File: config.mk
export PLATFORM = sky130hd
export DESIGN_NAME = spi_regif
export DESIGN_NICKNAME = d
export VERILOG_FILES = /design/src/rtl/spi_regif_pkg.sv /design/src/rtl/spi_regif_sync.sv /design/src/rtl/spi_regif_engine.sv /design/src/rtl/spi_regif.sv
export SDC_FILE = /design/constraint.sdc
export NUM_CORES = 1
export LEC_CHECK = 0
export BUFFER_PORTS_ARGS = -buffer_cell sky130_fd_sc_hd__buf_4
export CORE_UTILIZATION = 56
export DETAILED_ROUTE_END_ITERATION = 7
export GPL_TIMING_DRIVEN = 0
export PLACE_DENSITY = 0.77
export SLEW_MARGIN = 20
export SYNTH_ARGS = -nofsm -noshare
export SYNTH_HDL_FRONTEND = slang
export SYNTH_SLANG_ARGS = --single-unit
File: constraint.sdc
create_clock -name clk -period 2.1 [get_ports clk]
set_clock_uncertainty 0.2 [all_clocks]
set_input_delay 0.21 -clock clk [delete_from_list [all_inputs] [get_ports clk]]
set_output_delay 0.21 -clock clk [all_outputs]
set_load 0.03 [all_outputs]
File: src/rtl/spi_regif_pkg.sv
package spi_regif_pkg;

    localparam int BYTE_W = 8;
    localparam int ADDR_W = 6;
    localparam int CNT_W  = $clog2(BYTE_W);

    typedef enum logic [1:0] {
        ST_CMD  = 2'd0,
        ST_WR   = 2'd1,
        ST_RD   = 2'd2,
        ST_SKIP = 2'd3
    } xfer_state_t;

    // Command byte layout: direction, address, marker bit
    typedef struct packed {
        logic              is_read;
        logic [ADDR_W-1:0] addr;
        logic              marker;
    } cmd_t;

    function automatic cmd_t decode_cmd(input logic [BYTE_W-1:0] b);
        return cmd_t'(b);
    endfunction

endpackage

File: src/rtl/spi_regif_sync.sv
module spi_regif_sync #(
    parameter int               WIDTH   = 1,
    parameter int               STAGES  = 2,
    parameter logic [WIDTH-1:0] RST_VAL = '0
) (
    input  logic             clk,
    input  logic             rst,
    input  logic [WIDTH-1:0] d,
    output logic [WIDTH-1:0] q
);
    logic [WIDTH-1:0] pipe [STAGES];

    for (genvar s = 0; s < STAGES; s++) begin : g_stage
        if (s == 0) begin : g_first
            always_ff @(posedge clk) begin
                if (rst) pipe[s] <= RST_VAL;
                else     pipe[s] <= d;
            end
        end else begin : g_next
            always_ff @(posedge clk) begin
                if (rst) pipe[s] <= RST_VAL;
                else     pipe[s] <= pipe[s-1];
            end
        end
    end

    assign q = pipe[STAGES-1];
endmodule

File: src/rtl/spi_regif_engine.sv
module spi_regif_engine
    import spi_regif_pkg::*;
(
    input  logic              clk,
    input  logic              rst,
    input  logic              cs_hi,
    input  logic              sclk_rise,
    input  logic              sclk_fall,
    input  logic              din_bit,
    output logic [ADDR_W-1:0] reg_addr,
    output logic [BYTE_W-1:0] reg_wdata,
    output logic              reg_we,
    output logic              reg_re,
    input  logic [BYTE_W-1:0] reg_rdata,
    output logic              dout,
    output logic              dout_oe
);
    xfer_state_t       state;
    logic [CNT_W-1:0]  rcnt, fcnt;
    logic [BYTE_W-1:0] rx_sr, rx_next, tx_sr, wdata_q;
    logic [ADDR_W-1:0] addr_q;
    logic              we_q, re_q, dout_q, oe_q;
    cmd_t              cmd_w;

    always_comb begin
        rx_next = {rx_sr[BYTE_W-2:0], din_bit};
        cmd_w   = decode_cmd(rx_next);
    end

    always_ff @(posedge clk) begin
        if (rst) begin
            state   <= ST_CMD;
            rcnt    <= '0;
            fcnt    <= '0;
            rx_sr   <= '0;
            tx_sr   <= '0;
            wdata_q <= '0;
            addr_q  <= '0;
            we_q    <= 1'b0;
            re_q    <= 1'b0;
            dout_q  <= 1'b0;
            oe_q    <= 1'b0;
        end else begin
            we_q <= 1'b0;
            re_q <= 1'b0;
            if (we_q) addr_q <= addr_q + 1'b1;
            if (re_q) tx_sr  <= reg_rdata;
            if (cs_hi) begin
                state <= ST_CMD;
                rcnt  <= '0;
                fcnt  <= '0;
                oe_q  <= 1'b0;
            end else begin
                if (sclk_rise) begin
                    rx_sr <= rx_next;
                    rcnt  <= rcnt + 1'b1;
                    if (rcnt == CNT_W'(BYTE_W - 1)) begin
                        case (state)
                            ST_CMD: begin
                                if (!cmd_w.marker) begin
                                    state <= ST_SKIP;
                                end else begin
                                    addr_q <= cmd_w.addr;
                                    fcnt   <= '0;
                                    if (cmd_w.is_read) begin
                                        state <= ST_RD;
                                        re_q  <= 1'b1;
                                    end else begin
                                        state <= ST_WR;
                                    end
                                end
                            end
                            ST_WR: begin
                                wdata_q <= rx_next;
                                we_q    <= 1'b1;
                            end
                            default: ;
                        endcase
                    end
                end
                if (sclk_fall && state == ST_RD) begin
                    dout_q <= tx_sr[BYTE_W-1];
                    tx_sr  <= {tx_sr[BYTE_W-2:0], 1'b0};
                    oe_q   <= 1'b1;
                    fcnt   <= fcnt + 1'b1;
                    if (fcnt == CNT_W'(BYTE_W - 1)) begin
                        addr_q <= addr_q + 1'b1;
                        re_q   <= 1'b1;
                    end
                end
            end
        end
    end

    assign reg_addr  = addr_q;
    assign reg_wdata = wdata_q;
    assign reg_we    = we_q;
    assign reg_re    = re_q;
    assign dout      = dout_q;
    assign dout_oe   = oe_q;


    strobe_excl_chk: assert property (@(posedge clk) disable iff (rst)
        !(we_q && re_q));

    we_single_chk: assert property (@(posedge clk) disable iff (rst)
        we_q |=> !we_q);

    oe_cs_chk: assert property (@(posedge clk) disable iff (rst)
        cs_hi |=> !oe_q);

    oe_read_only_chk: assert property (@(posedge clk) disable iff (rst)
        oe_q |-> state == ST_RD);

    wr_addr_step_chk: assert property (@(posedge clk) disable iff (rst)
        we_q |=> addr_q == $past(addr_q) + 1'b1);

    skip_quiet_chk: assert property (@(posedge clk) disable iff (rst)
        state == ST_SKIP |-> !re_q && !we_q && !oe_q);
endmodule

File: src/rtl/spi_regif.sv
module spi_regif
    import spi_regif_pkg::*;
#(
    parameter int SYNC_STAGES = 2
) (
    input  logic              clk,
    input  logic              rst,
    input  logic              cs_n,
    input  logic              sclk,
    input  logic              din,
    output logic              dout,
    output logic              dout_oe,
    output logic [ADDR_W-1:0] reg_addr,
    output logic [BYTE_W-1:0] reg_wdata,
    output logic              reg_we,
    output logic              reg_re,
    input  logic [BYTE_W-1:0] reg_rdata
);
    logic [2:0] pins_s;
    logic       sclk_q;

    spi_regif_sync #(
        .WIDTH  (3),
        .STAGES (SYNC_STAGES),
        .RST_VAL(3'b110)
    ) u_sync (
        .clk(clk),
        .rst(rst),
        .d  ({cs_n, sclk, din}),
        .q  (pins_s)
    );

    always_ff @(posedge clk) begin
        if (rst) sclk_q <= 1'b1;
        else     sclk_q <= pins_s[1];
    end

    spi_regif_engine u_engine (
        .clk      (clk),
        .rst      (rst),
        .cs_hi    (pins_s[2]),
        .sclk_rise(pins_s[1] & ~sclk_q),
        .sclk_fall(~pins_s[1] & sclk_q),
        .din_bit  (pins_s[0]),
        .reg_addr (reg_addr),
        .reg_wdata(reg_wdata),
        .reg_we   (reg_we),
        .reg_re   (reg_re),
        .reg_rdata(reg_rdata),
        .dout     (dout),
        .dout_oe  (dout_oe)
    );
endmodule

# [Word-level counts from Yosys, hierarchy flattened]
# Memory sizes are Yosys's and may differ from the RTL's.
# Cells that the tools add are included.
[classes] eq_ne=4 div=0 addsub=3 shift=0 order_cmp=0 n_bitwise=9 multipliers=0 n_reduce_logical=13 n_mux=31
[ops] operator="$mux 6" count=8
[ops] operator="$mux 8" count=3
[ops] operator="$mux 3" count=7
[ops] operator="$mux 1" count=11
[ops] operator="$reduce_and 4->1" count=2
[ops] operator="$reduce_bool 2->1" count=4
[ops] operator="$add 3x1->3 const B" count=2
[ops] operator="$add 6x1->6 const B" count=1
[ops] operator="$eq 3x3->1 const B" count=2
[ops] operator="$not 1->1" count=5
[ops] operator="$mux 2" count=2
[ops] operator="$reduce_and 2->1" count=2
[ops] operator="$reduce_or 4->1" count=1
[ops] operator="$reduce_and 3->1" count=1
[ops] operator="$and 1x1->1" count=2
[ops] operator="$eq 2x1->1 const B" count=1
[ops] operator="$eq 2x2->1 const B" count=1
[ops] operator="$logic_not 2->1" count=1
[ops] operator="$or 1x1->1" count=2
[ops] operator="$reduce_or 2->1" count=1
[ops] operator="$logic_and 1x1->1" count=1
[word_totals] rom_bits=0 out_inout_bits=18 mem_count=1 regBits=42 ramBits=6 wordCells=73 latch_bits=0
[mem_list] memory="u_sync.pipe" depth=2 width=3 read_ports=2 rd_clocked_by_memory_dff=0 write_ports=2 line_no="spi_regif_sync.sv:11" text="logic [WIDTH-1:0] pipe [STAGES];"

# [Depth between registers and ports, before layout]
# Gate-level depths: netlist of run 1.
[depth] ltp_word=9 ltp_mapped=8 depth_no_buf=6

# [Cells and area by module]
# Synthesis of run 1 repeated with hierarchy kept, for this count alone.
[hier_totals] cells_unflattened=228 area_unflattened_um2=2107.0
[by_module_without_submodules] mod="spi_regif_engine" area_each_um2=1909.3 cells_per_inst=212 n_inst=1 seq_area_each_um2=820.8
[by_module_without_submodules] mod="spi_regif_sync" area_each_um2=157.7 cells_per_inst=12 n_inst=1 seq_area_each_um2=120.1
[by_module_without_submodules] mod="spi_regif" area_each_um2=40.0 cells_per_inst=4 n_inst=1 seq_area_each_um2=20.0

# [Worst setup path before layout of run 1]
# No wires, ideal clock.
[synth_path] path_kind="flip-flop to flip-flop" start="register u_engine.rcnt[0]" end="register u_engine.wdata_q[7] (netlist: u_engine.reg_wdata[7])" period_less_slack_ns=1.806 arrival_ns=1.478 stages_incl_launch_ff=9 setup_slack_ns=0.294 required_time_ns=1.772 cell_sequence="dfxtp_1 ha_1 ha_1 and4bb_1 buf_4 nand3_1 buf_4 mux2i_1 nor2_1"
[synth_between] elab_chain_len=2
[synth_rtl] item="from (decl)" line_no="spi_regif_engine.sv:19" text="logic [CNT_W-1:0] rcnt, fcnt;"
[synth_rtl] item="from (signal assigned)" line_no="spi_regif_engine.sv:56" text="rcnt <= rcnt + 1'b1;"
[synth_rtl] item="$eq 3x3->1" line_no="spi_regif_engine.sv:57" text="if (rcnt == CNT_W'(BYTE_W - 1)) begin"
[synth_rtl] item="$reduce_and 4->1 (no source line)"
[synth_rtl] item="to (signal assigned)" line_no="spi_regif_engine.sv:74" text="wdata_q <= rx_next;"
[synth_rtl] item="to (decl)" line_no="spi_regif_engine.sv:20" text="logic [BYTE_W-1:0] rx_sr, rx_next, tx_sr, wdata_q;"
# Every way passes these cells.
# A chain may end at the register's enable or synchronous reset.

# [Final worst setup path of run 1]
[layout_path] start="register u_engine.rcnt[0]" end="register u_engine.addr_q[4] (netlist: u_engine.reg_addr[4])"
[layout_between] elab_chain_len=6
[layout_rtl] item="$eq 3x3->1 *" line_no="spi_regif_engine.sv:57"
[layout_rtl] item="$mux 6 *" line_no="spi_regif_engine.sv:57"
[layout_rtl] item="$mux 6 *" line_no="spi_regif_engine.sv:54" text="if (sclk_rise) begin"
[layout_rtl] item="$mux 6" line_no="spi_regif_engine.sv:86" text="if (fcnt == CNT_W'(BYTE_W - 1)) begin"
[layout_rtl] item="$mux 6 *" line_no="spi_regif_engine.sv:81" text="if (sclk_fall && state == ST_RD) begin"
[layout_rtl] item="$mux 6 *" line_no="spi_regif_engine.sv:48" text="if (cs_hi) begin"
[layout_rtl] item="to (signal assigned)" line_no="spi_regif_engine.sv:46" text="if (we_q) addr_q <= addr_q + 1'b1;"
[layout_rtl] item="to (signal assigned)" line_no="spi_regif_engine.sv:63" text="addr_q <= cmd_w.addr;"
[layout_rtl] item="to (signal assigned)" line_no="spi_regif_engine.sv:87" text="addr_q <= addr_q + 1'b1;"
[layout_rtl] item="to (decl)" line_no="spi_regif_engine.sv:21" text="logic [ADDR_W-1:0] addr_q;"
# Every way passes the cells marked *; elsewhere a longest branch is shown, timed or not.

==> results of run 1 <==
how the worst max path moves through the flow:
stage | to | slack [ns] | cells after the start
after floorplan | u_engine.reg_wdata[7]$_SDFFE_PP0P_ | 0.29 | 8
after global placement | u_engine.reg_wdata[7]$_SDFFE_PP0P_ | 0.19 | 8
after detailed placement | u_engine.reg_addr[4]$_SDFF_PP0_ | 0.13 | 7
after CTS | u_engine.reg_addr[4]$_SDFF_PP0_ | 0.11 | 7
after global routing | u_engine.reg_addr[4]$_SDFF_PP0_ | 0.03 | 7
final | u_engine.reg_addr[4]$_SDFF_PP0_ | 0.12 | 7
metal layers:
layer  global-route usage [%]  up-vias  share of wire (%)
li1                         -      867                  -
met1                    27.93      780                 50
met2                    34.71       30                 46
met3                    4.891        5                3.0
met4                    6.818        0                1.2
met5                        0        -                  0
cells by family after synthesis:
family | share of synthesized area (%)
flops | 45.50
fa+ha+maj | 2.962
xor+xnor | 2.489
simple gates | 20.08
mux | 11.85
compound gates | 13.09
buf+inv | 4.028
cell usage after synthesis, types with 3 or more instances:
cell	n	area share [%]
a21oi_1	9	2.1
a211oi_1	8	2.8
clkbuf_1	9	1.6
ha_1	5	3.0
nand2_2	3	0.89
nor3b_1	3	1.1
nor2b_1	4	1.2
xor2_1	3	1.2
mux2i_1	25	12
nor2_1	37	6.6
dfxtp_1	48	45
nand2_1	9	1.6
or2_2	6	1.8
xnor2_1	3	1.2
o22ai_1	3	0.89
nand3_1	8	1.9
buf_4	4	1.4
registers in the layout (all words and copies together), names as in the netlist, 2 cells and up:
name and flops:
u_engine.state 2, u_engine.rx_sr 7, u_sync.pipe 6, u_engine.reg_wdata 8, u_engine.fcnt 3, u_engine.reg_addr 6, u_engine.rcnt 3, u_engine.tx_sr 8
where the power goes:
| part | total, mW | internal [mW] | leakage [nW] | switching, mW |
|---|---|---|---|---|
| Clock | 0.509 | 0.227 | 0.0410 | 0.282 |
| Sequential | 0.918 | 0.915 | 0.388 | 0.00314 |
| Combinational | 0.0555 | 0.0275 | 0.588 | 0.0280 |
| Total | 1.48 | 1.17 | 1.02 | 0.313 |
critical path: stages (launching register included):
cell and delay, ns:
dfxtp_1 0.36, ha_1 0.17, ha_1 0.16, and4bb_1 0.19, buf_4 0.15, a22oi_1 0.09, or2_1 0.28, a221oi_2 0.29
layout make-up:
| type | instances | share of cell area, % |
|---|---|---|
| well taps | 46 | 2.300 |
| multi-input cells | 158 | 42.60 |
| plain buffers | 15 | 2.950 |
| inverters | 3 | 0.4500 |
| clock buffers | 6 | 2.900 |
| flip-flops and latches | 48 | 38.40 |
| clock inverters | 1 | 0.2000 |
| repair buffers | 33 | 10.20 |
timing repair:
action,CTS,global route
hold buffers,3,0
gates resized for setup,0,0
hold endpoints to repair,3,0
metrics by stage:
step	area [um^2]	hold slack (ns)	setup slack, ns
detailed placement	2395	0.1951	0.1349
global route	2502	0.03922	0.03095
floorplan	2112	0.1138	0.2940
CTS	2502	0.03843	0.1100
finish	2502	0.04119	0.1168
global placement	2395	0.1927	0.1868
cells in the final DEF, fill, tap and decap left out, drive strengths merged, types with 2 or more instances in the layout:
cell type / netlist / layout
dfxtp: 48 / 48
nor2: 37 / 37
buf: 6 / 36
mux2i: 25 / 25
clkbuf: 9 / 15
nand2: 12 / 12
a21oi: 9 / 9
nand3: 8 / 8
a211oi: 8 / 8
or2: 7 / 7
ha: 5 / 5
nor2b: 4 / 4
o21ai: 4 / 4
nor3b: 3 / 3
xnor2: 3 / 3
xor2: 3 / 3
o22ai: 3 / 3
dlygate4sd3: 0 / 3
inv: 3 / 3
and4bb: 2 / 2
nand4: 2 / 2
a221oi: 2 / 2
a31oi: 2 / 2
nor3: 2 / 2
nand2b: 2 / 2
==> impl_metrics.yaml, run 1 <==
synthesis:
  ys_types: 44
  postSynthCellCount: 224
  ys_ff_latch: 48
  async_reset_ff_share_pct: 0
  synth_flop_cell: "dfxtp_1"
  synth_edf_count: 0
  ys_seq_area_share_pct: 45.50
  synth_nets: 242
  syn_area_per_cell_um2: 9.429
  syn_area_um2: 2112
  ys_warn_count: 0
worst_setup_path:
  critical_path.max_fanout: 8
  required_ns: 2.11
  rrSetupSlack_ns: 0.12
  critPathLaunchType: "flop"
  r2r_start: "u_engine.rcnt[0]$_SDFFE_PP0P_"
  worstReg2RegEnd: "u_engine.reg_addr[4]$_SDFF_PP0_"
  r2r_cells: 7
  arrival_ns: 1.99
  cp-end-kind: "flop"
  crit_start: "u_engine.rcnt[0]$_SDFFE_PP0P_"
  critical_path_class: "flop to flop"
job:
  drv_cap: 0
die:
  fp.coreArea_um2: 3468
  dieArea_um2: 4021
  die_x_um: 63.41
  rows: 21
  die_h_um: 63.41
  start_util_pct: 60.89
  ios: 31
layout:
  instances_no_fill: 310
  area_growth_pct: 18.48
  seqCellArea_um2: 960.9
  n_antenna_cell: 0
  multi_input_area_um2: 1066
  final_core_util_pct: 72.15
  n_fill_cell: 303
  fin_nets: 282
  drive_gt1_share_pct: 20.83
timing:
  relSlewSlack_pct: 62.36
  tightest_slew_ns: 0.5645
  fmax_mhz: 504.2
  setup_violations: 0
  slew_violations: 0
  fin_crit_sh_pct: 94.44
  post-route-min-period_ns: 1.983
  finalSetupTns_ns: 0
  hold_violations: 0
  rsz0062_at_grt: "false"
route:
  vias: 1682
  drt-vias-per-instance: 5.426
  first_pass_iters: 4
  routed_wl_um: 4207
  post-route-drc-count: 0
  drt_iter0_drc: 131
  antenna_left: 0
  wire_per_inst_um: 13.57
clock_tree:
  cts_setup_buffers: 0
  clkTransAtPathRegs_ns: 0.08
  numCtsBuffers: 5
  cts_max_level: 2
  insertion_delay_ns: 0.30
  cts_root_buf: "clkbuf_8"
  cts_buffer_depth: 2
  clkSinkCount: 48
  cts_tree: "yes"
pwr:
  power_leakage_nw: 1.017
  finalPower_mw: 1.483
  power_density_nw_per_um2: 592.4
  max-vdd-ir-drop_mv: 0.4543
grt:
  grt_max_degree: 14
  grt-ovfl-total: 0
  antenna_found_initial: 0
  track_usage_pct: 21.41
  grt_pass1_vias: 1485
  grt_pass1_wl_um: 6762
min_path:
  worstHoldPathCells: 3
  worstHoldStart: "rst"
  holdPathEnd: "u_engine.reg_addr[2]$_SDFF_PP0_"
  hold_class: "primary input to flop"
run_status:
  status: "completed"
place:
  gp_congestion: 0.8673
  dpl.hpwl_um: 2978
  io_buffers: 30
  dp_cells: 300
No activity file was read; power rests on OpenSTA's default activity.
==> run 2, diff against run 1 <==
--- a/config.mk
+++ b/config.mk
@@ -6,7 +6,9 @@
 export NUM_CORES = 1
 export LEC_CHECK = 0
 export BUFFER_PORTS_ARGS = -buffer_cell sky130_fd_sc_hd__buf_4
-export CORE_UTILIZATION = 56
+export CELL_PAD_IN_SITES_DETAIL_PLACEMENT = 1
+export CELL_PAD_IN_SITES_GLOBAL_PLACEMENT = 1
+export CORE_UTILIZATION = 43
 export DETAILED_ROUTE_END_ITERATION = 7
 export GPL_TIMING_DRIVEN = 0
 export PLACE_DENSITY = 0.77
==> run 2 against run 1 <==
Total power grew 3.3%. Sequential cell count is the same. Clock power grew 9.6%. Wire length grew 14%. Combinational power is essentially flat. Critical path depth is the same. Maximum frequency grew 1.9%. Critical path type unchanged.
==> impl_metrics.yaml, run 2 (synthesis gave the netlist of run 1 again) <==
run_status:
  status: "completed"
worst_setup_path:
  arrival_ns: 1.95
  required_ns: 2.10
  critical_path.max_fanout: 8
  r2r_cells: 7
  worstReg2RegEnd: "u_engine.reg_addr[2]$_SDFF_PP0_"
  critical_path_class: "flop to flop"
  r2r_start: "u_engine.rcnt[0]$_SDFFE_PP0P_"
  critPathLaunchType: "flop"
  cp-end-kind: "flop"
  rrSetupSlack_ns: 0.15
die:
  start_util_pct: 44.72
  ios: 31
  dieArea_um2: 5196
  rows: 25
  fp.coreArea_um2: 4723
  die_x_um: 72.09
  die_h_um: 72.09
pwr:
  power_density_nw_per_um2: 602.3
  finalPower_mw: 1.532
  max-vdd-ir-drop_mv: 0.3232
  power_leakage_nw: 1.027
grt:
  antenna_found_initial: 0
  grt_pass1_wl_um: 7928
  grt_pass1_vias: 1698
  grt_max_degree: 15
  grt-ovfl-total: 0
  track_usage_pct: 19.52
timing:
  post-route-min-period_ns: 1.946
  setup_violations: 0
  rsz0062_at_grt: "false"
  slew_violations: 0
  finalSetupTns_ns: 0
  hold_slack_ns: 0.05208
  tightest_slew_ns: 0.5900
  hold_violations: 0
  relSlewSlack_pct: 60.67
  fin_crit_sh_pct: 92.69
  fmax_mhz: 513.7
clock_tree:
  clkSinkCount: 48
  cts_root_buf: "clkbuf_8"
  post_cts_resized: 0
  insertion_delay_ns: 0.29
  numCtsBuffers: 5
  clkTransAtPathRegs_ns: 0.08
  cts_buffer_depth: 2
  cts_max_level: 2
  cts_tree: "yes"
  cts_setup_buffers: 0
route:
  routed_wl_um: 4780
  antenna_left: 0
  wire_per_inst_um: 14.40
  post-route-drc-count: 0
  drt-vias-per-instance: 5.220
  drt_iter0_drc: 58
  first_pass_iters: 4
  vias: 1733
place:
  gp_congestion: 0.7380
  io_buffers: 30
  dp_cells: 321
  dpl.hpwl_um: 3551
layout:
  drive_gt1_share_pct: 21.51
  fin_nets: 282
  area_growth_pct: 20.44
  layout_common_cells: "dfxtp_1 (48), nor2_1 (37), buf_4 (34)"
  n_fill_cell: 561
  n_antenna_cell: 0
  instances_no_fill: 332
  layout_commonest_cell: "dfxtp_1"
min_path:
  hold_class: "primary input to flop"
  worstHoldStart: "rst"
  holdPathEnd: "u_engine.reg_addr[2]$_SDFF_PP0_"
  worstHoldPathCells: 3
job:
  drv_cap: 0
run 2: cell count changes in the layout (fill, tap and decap cells not counted):
cell	previous run	this run
clkbuf_1	10	9
clkinv_2	1	2
clkbuf_8	5	6
run 2: worst max-delay path by stage:
stage / from / end / slack, ns
2_1_floorplan: u_engine.rcnt[0]$_SDFFE_PP0P_ / u_engine.reg_wdata[7]$_SDFFE_PP0P_ / 0.29
3_3_place_gp: u_engine.rcnt[0]$_SDFFE_PP0P_ / u_engine.reg_wdata[7]$_SDFFE_PP0P_ / 0.18
3_5_place_dp: u_engine.rcnt[0]$_SDFFE_PP0P_ / u_engine.reg_wdata[0]$_SDFFE_PP0P_ / 0.16
4_1_cts: u_engine.rcnt[0]$_SDFFE_PP0P_ / u_engine.reg_addr[2]$_SDFF_PP0_ / 0.14
5_1_grt: u_engine.rcnt[0]$_SDFFE_PP0P_ / u_engine.reg_addr[2]$_SDFF_PP0_ / 0.02
6_report: u_engine.rcnt[0]$_SDFFE_PP0P_ / u_engine.reg_addr[2]$_SDFF_PP0_ / 0.15
run 2: where the power goes:
| group | total, mW | switching [mW] | internal (mW) |
|---|---|---|---|
| Combinational | 0.0557 | 0.0282 | 0.0275 |
| Clock | 0.558 | 0.295 | 0.263 |
| Sequential | 0.919 | 0.00351 | 0.915 |
| Total | 1.53 | 0.326 | 1.21 |
run 2: cell type report:
type                            instances  area (um^2)  share of cell area, %
Clock inverter                          2        10.01                 0.3935
Tap cell                               67        83.83                  3.296
Clock buffer                            6        82.58                  3.246
Inverter                                3        11.26                 0.4427
Sequential cell                        48        960.9                  37.78
Multi-Input combinational cell        158         1066                  41.91
Buffer                                 15        73.82                  2.902
Timing Repair Buffer                   33        255.2                  10.03
run 2: metrics by stage:
step	setup slack, ns	utilization, %	instance area (um^2)
3_5_place_dp	0.1569	51.26	2421
6_report	0.1535	53.85	2544
2_1_floorplan	0.2940	-	2112
5_1_grt	0.02040	53.85	2544
4_1_cts	0.1400	53.85	2544
3_3_place_gp	0.1789	51.26	2421
run 2: worst max-delay path: stages (launching register included):
cell and delay [ns]:
dfxtp_1 0.35, ha_1 0.16, ha_1 0.16, and4bb_1 0.20, buf_4 0.15, nand2_2 0.14, and4b_1 0.23, o41ai_2 0.27
run 2: layer usage:
metal	share of wire, %	GRT usage [%]	wire, um
met1	49	26.00	2357
met2	47	32.71	2240
met3	3.0	3.750	143
met4	0.79	4.575	38
met5	0	0	0
run 2: what timing repair did:
action | 4_1_cts | 5_1_grt
hold buffers | 3 | 0
endpoints found under the setup margin | 0 | 0
hold endpoints to repair | 3 | 0
==> run 3, diff against run 2 <==
--- a/config.mk
+++ b/config.mk
@@ -8,6 +8,8 @@
 export BUFFER_PORTS_ARGS = -buffer_cell sky130_fd_sc_hd__buf_4
 export CELL_PAD_IN_SITES_DETAIL_PLACEMENT = 1
 export CELL_PAD_IN_SITES_GLOBAL_PLACEMENT = 1
+export CORE_ASPECT_RATIO = 1.5
+export CORE_MARGIN = 10
 export CORE_UTILIZATION = 43
 export DETAILED_ROUTE_END_ITERATION = 7
 export GPL_TIMING_DRIVEN = 0
==> run 3 against run 2 <==
Sequential cell count unchanged. Total power rose by 0.99%. Setup slack got worse by 0.040 ns. Combinational power about the same. Wire length grew 6.7%. Utilization shrank 0.81 points. Via count increased by 2.5%. Maximum frequency is 2.0% lower.
==> impl_metrics.yaml, run 3 (synthesis gave the netlist of run 1 again) <==
worst_setup_path:
  cp.depth: 7
  critical_path.max_fanout: 8
  cp-end-kind: "flop"
  critPathTopFamily: "simple AND/OR/NAND/NOR gates"
  r2r_cells: 7
  arrival_ns: 1.99
  critPathLaunchType: "flop"
  path_cells: "ha_1, ha_1, and4bb_1, buf_4, a22oi_1, or2_1, a221oi_2"
  cpMostUsedCell: "ha_1"
  r2r_start: "u_engine.rcnt[0]$_SDFFE_PP0P_"
  max_stage_delay_ns: 0.36
  critPathBufInv: 1
  crit_path_top_delay_cell: "dfxtp_1"
  required_ns: 2.11
  rrSetupSlack_ns: 0.11
  worstReg2RegEnd: "u_engine.reg_addr[4]$_SDFF_PP0_"
  critical_path_class: "flop to flop"
timing:
  finalSetupTns_ns: 0
  relSlewSlack_pct: 62.27
  fin_crit_sh_pct: 94.57
  tightest_slew_ns: 0.5660
  setup_violations: 0
  hold_violations: 0
  rsz0062_at_grt: "false"
  slew_violations: 0
  hold_slack_ns: 0.04569
  fmax_mhz: 503.5
  post-route-min-period_ns: 1.986
pwr:
  seqPwrFrac_pct: 59.4
  combPwrFrac_pct: 3.6
  p_sw_mw: 0.3367
  power_leakage_nw: 1.016
  swShare_pct: 21.76
  max-vdd-ir-drop_mv: 0.4026
  power_density_nw_per_um2: 606.5
  power.share.clock_pct: 37.0
  p_int_mw: 1.211
layout:
  area_growth_pct: 20.79
  drive_gt1_share_pct: 21.51
  fin_area_um2: 2551
  n_antenna_cell: 0
  multi_input_area_um2: 1070
  final_core_util_pct: 53.04
  n_fill_cell: 586
  layout_common_cells: "dfxtp_1 (48), nor2_1 (37), buf_4 (33)"
  layout_commonest_cell: "dfxtp_1"
  fin_nets: 282
  seqCellArea_um2: 960.9
clock_tree:
  cts_max_level: 2
  numCtsBuffers: 5
  cts_buffer_depth: 2
  insertion_delay_ns: 0.30
  clkSinkCount: 48
  cts_tree: "yes"
  cts_setup_buffers: 0
  cts_root_buf: "clkbuf_8"
  clkTransAtPathRegs_ns: 0.09
grt:
  grt-ovfl-total: 0
  grt_max_degree: 15
  grt_pass1_vias: 1884
  track_usage_pct: 12.78
  grt_pass1_wl_um: 8776
  antenna_found_initial: 0
route:
  drt_iter0_drc: 82
  post-route-drc-count: 0
  vias: 1776
  wire_per_inst_um: 15.41
  antenna_left: 0
  routed_wl_um: 5101
  first_pass_iters: 4
  drt-vias-per-instance: 5.366
place:
  io_buffers: 30
  dpl.hpwl_um: 3860
  post_dp_cell_area_um2: 2420
  gp_congestion: 0.7702
min_path:
  holdPathEnd: "u_engine.reg_addr[2]$_SDFF_PP0_"
  worstHoldStart: "rst"
  worstHoldPathCells: 3
  hold_class: "primary input to flop"
die:
  start_util_pct: 43.91
  ios: 31
  die_x_um: 77.22
  dieArea_um2: 8173
  die_h_um: 105.8
  fp.coreArea_um2: 4810
  rows: 31
run_status:
  status: "completed"
job:
  drv_cap: 0
==> run 3: changes by cell type in the layout (fill, tap and decap cells not counted), sizes merged <==
cell | previous run | this run
clkbuf | 15 | 16
clkinvlp | 0 | 1
clkinv | 2 | 0
==> run 3: area by class of cell <==
class	instances	area share (%)
well taps	66	3.237
inverters	3	0.4414
clock buffers	7	3.384
flip-flops and latches	48	37.67
clock inverters	1	0.2943
repair buffers	33	10.00
plain buffers	15	3.041
multi-input cells	158	41.93
==> run 3: worst max-delay path by stage <==
stage / start / endpoint
after floorplan: u_engine.rcnt[0]$_SDFFE_PP0P_ / u_engine.reg_wdata[7]$_SDFFE_PP0P_
after global placement: u_engine.rcnt[0]$_SDFFE_PP0P_ / u_engine.reg_addr[4]$_SDFF_PP0_
after detailed placement: u_engine.rcnt[0]$_SDFFE_PP0P_ / u_engine.reg_addr[4]$_SDFF_PP0_
after CTS: u_engine.rcnt[0]$_SDFFE_PP0P_ / u_engine.reg_addr[4]$_SDFF_PP0_
after global routing: u_engine.rcnt[0]$_SDFFE_PP0P_ / u_engine.reg_addr[4]$_SDFF_PP0_
final: u_engine.rcnt[0]$_SDFFE_PP0P_ / u_engine.reg_addr[4]$_SDFF_PP0_
==> run 3: what timing repair did <==
item,4_1_cts,5_1_grt
endpoints found under the hold margin,3,0
gates resized for setup,0,2
hold buffers,3,0
setup endpoints to repair,0,1
==> run 3: per-layer routing <==
layer  GRT usage [%]  share of wire, %
met5               0                 0
met4           4.843               1.4
met3           3.401               4.8
met2           22.84                53
met1           13.95                41
==> run 3: worst reg2reg max path, delay by kind of cell (launching register included) <==
kind,cells,cell delay [ns]
simple gates,2,0.48
buf+inv,1,0.15
fa+ha+maj,2,0.31
flops,1,0.36
compound gates,2,0.39
==> run 3: through the flow <==
stage | std cells | power [mW] | setup slack, ns
after floorplan | 224 | 0.9638 | 0.2940
after global placement | 320 | 0.9906 | 0.1620
after detailed placement | 320 | 0.9924 | 0.1284
after CTS | 331 | 1.571 | 0.09625
after global routing | 331 | 1.614 | 0.009763
final | 331 | 1.547 | 0.1140
==> run 3: power by group through the flow <==
stage | Clock [mW] | Combinational (mW) | Sequential (mW)
floorplan | 0 | 0.0251 | 0.939
global placement | 0 | 0.0511 | 0.940
detailed placement | 0 | 0.0525 | 0.940
CTS | 0.596 | 0.0570 | 0.919
global route | 0.633 | 0.0618 | 0.920
finish | 0.573 | 0.0558 | 0.918
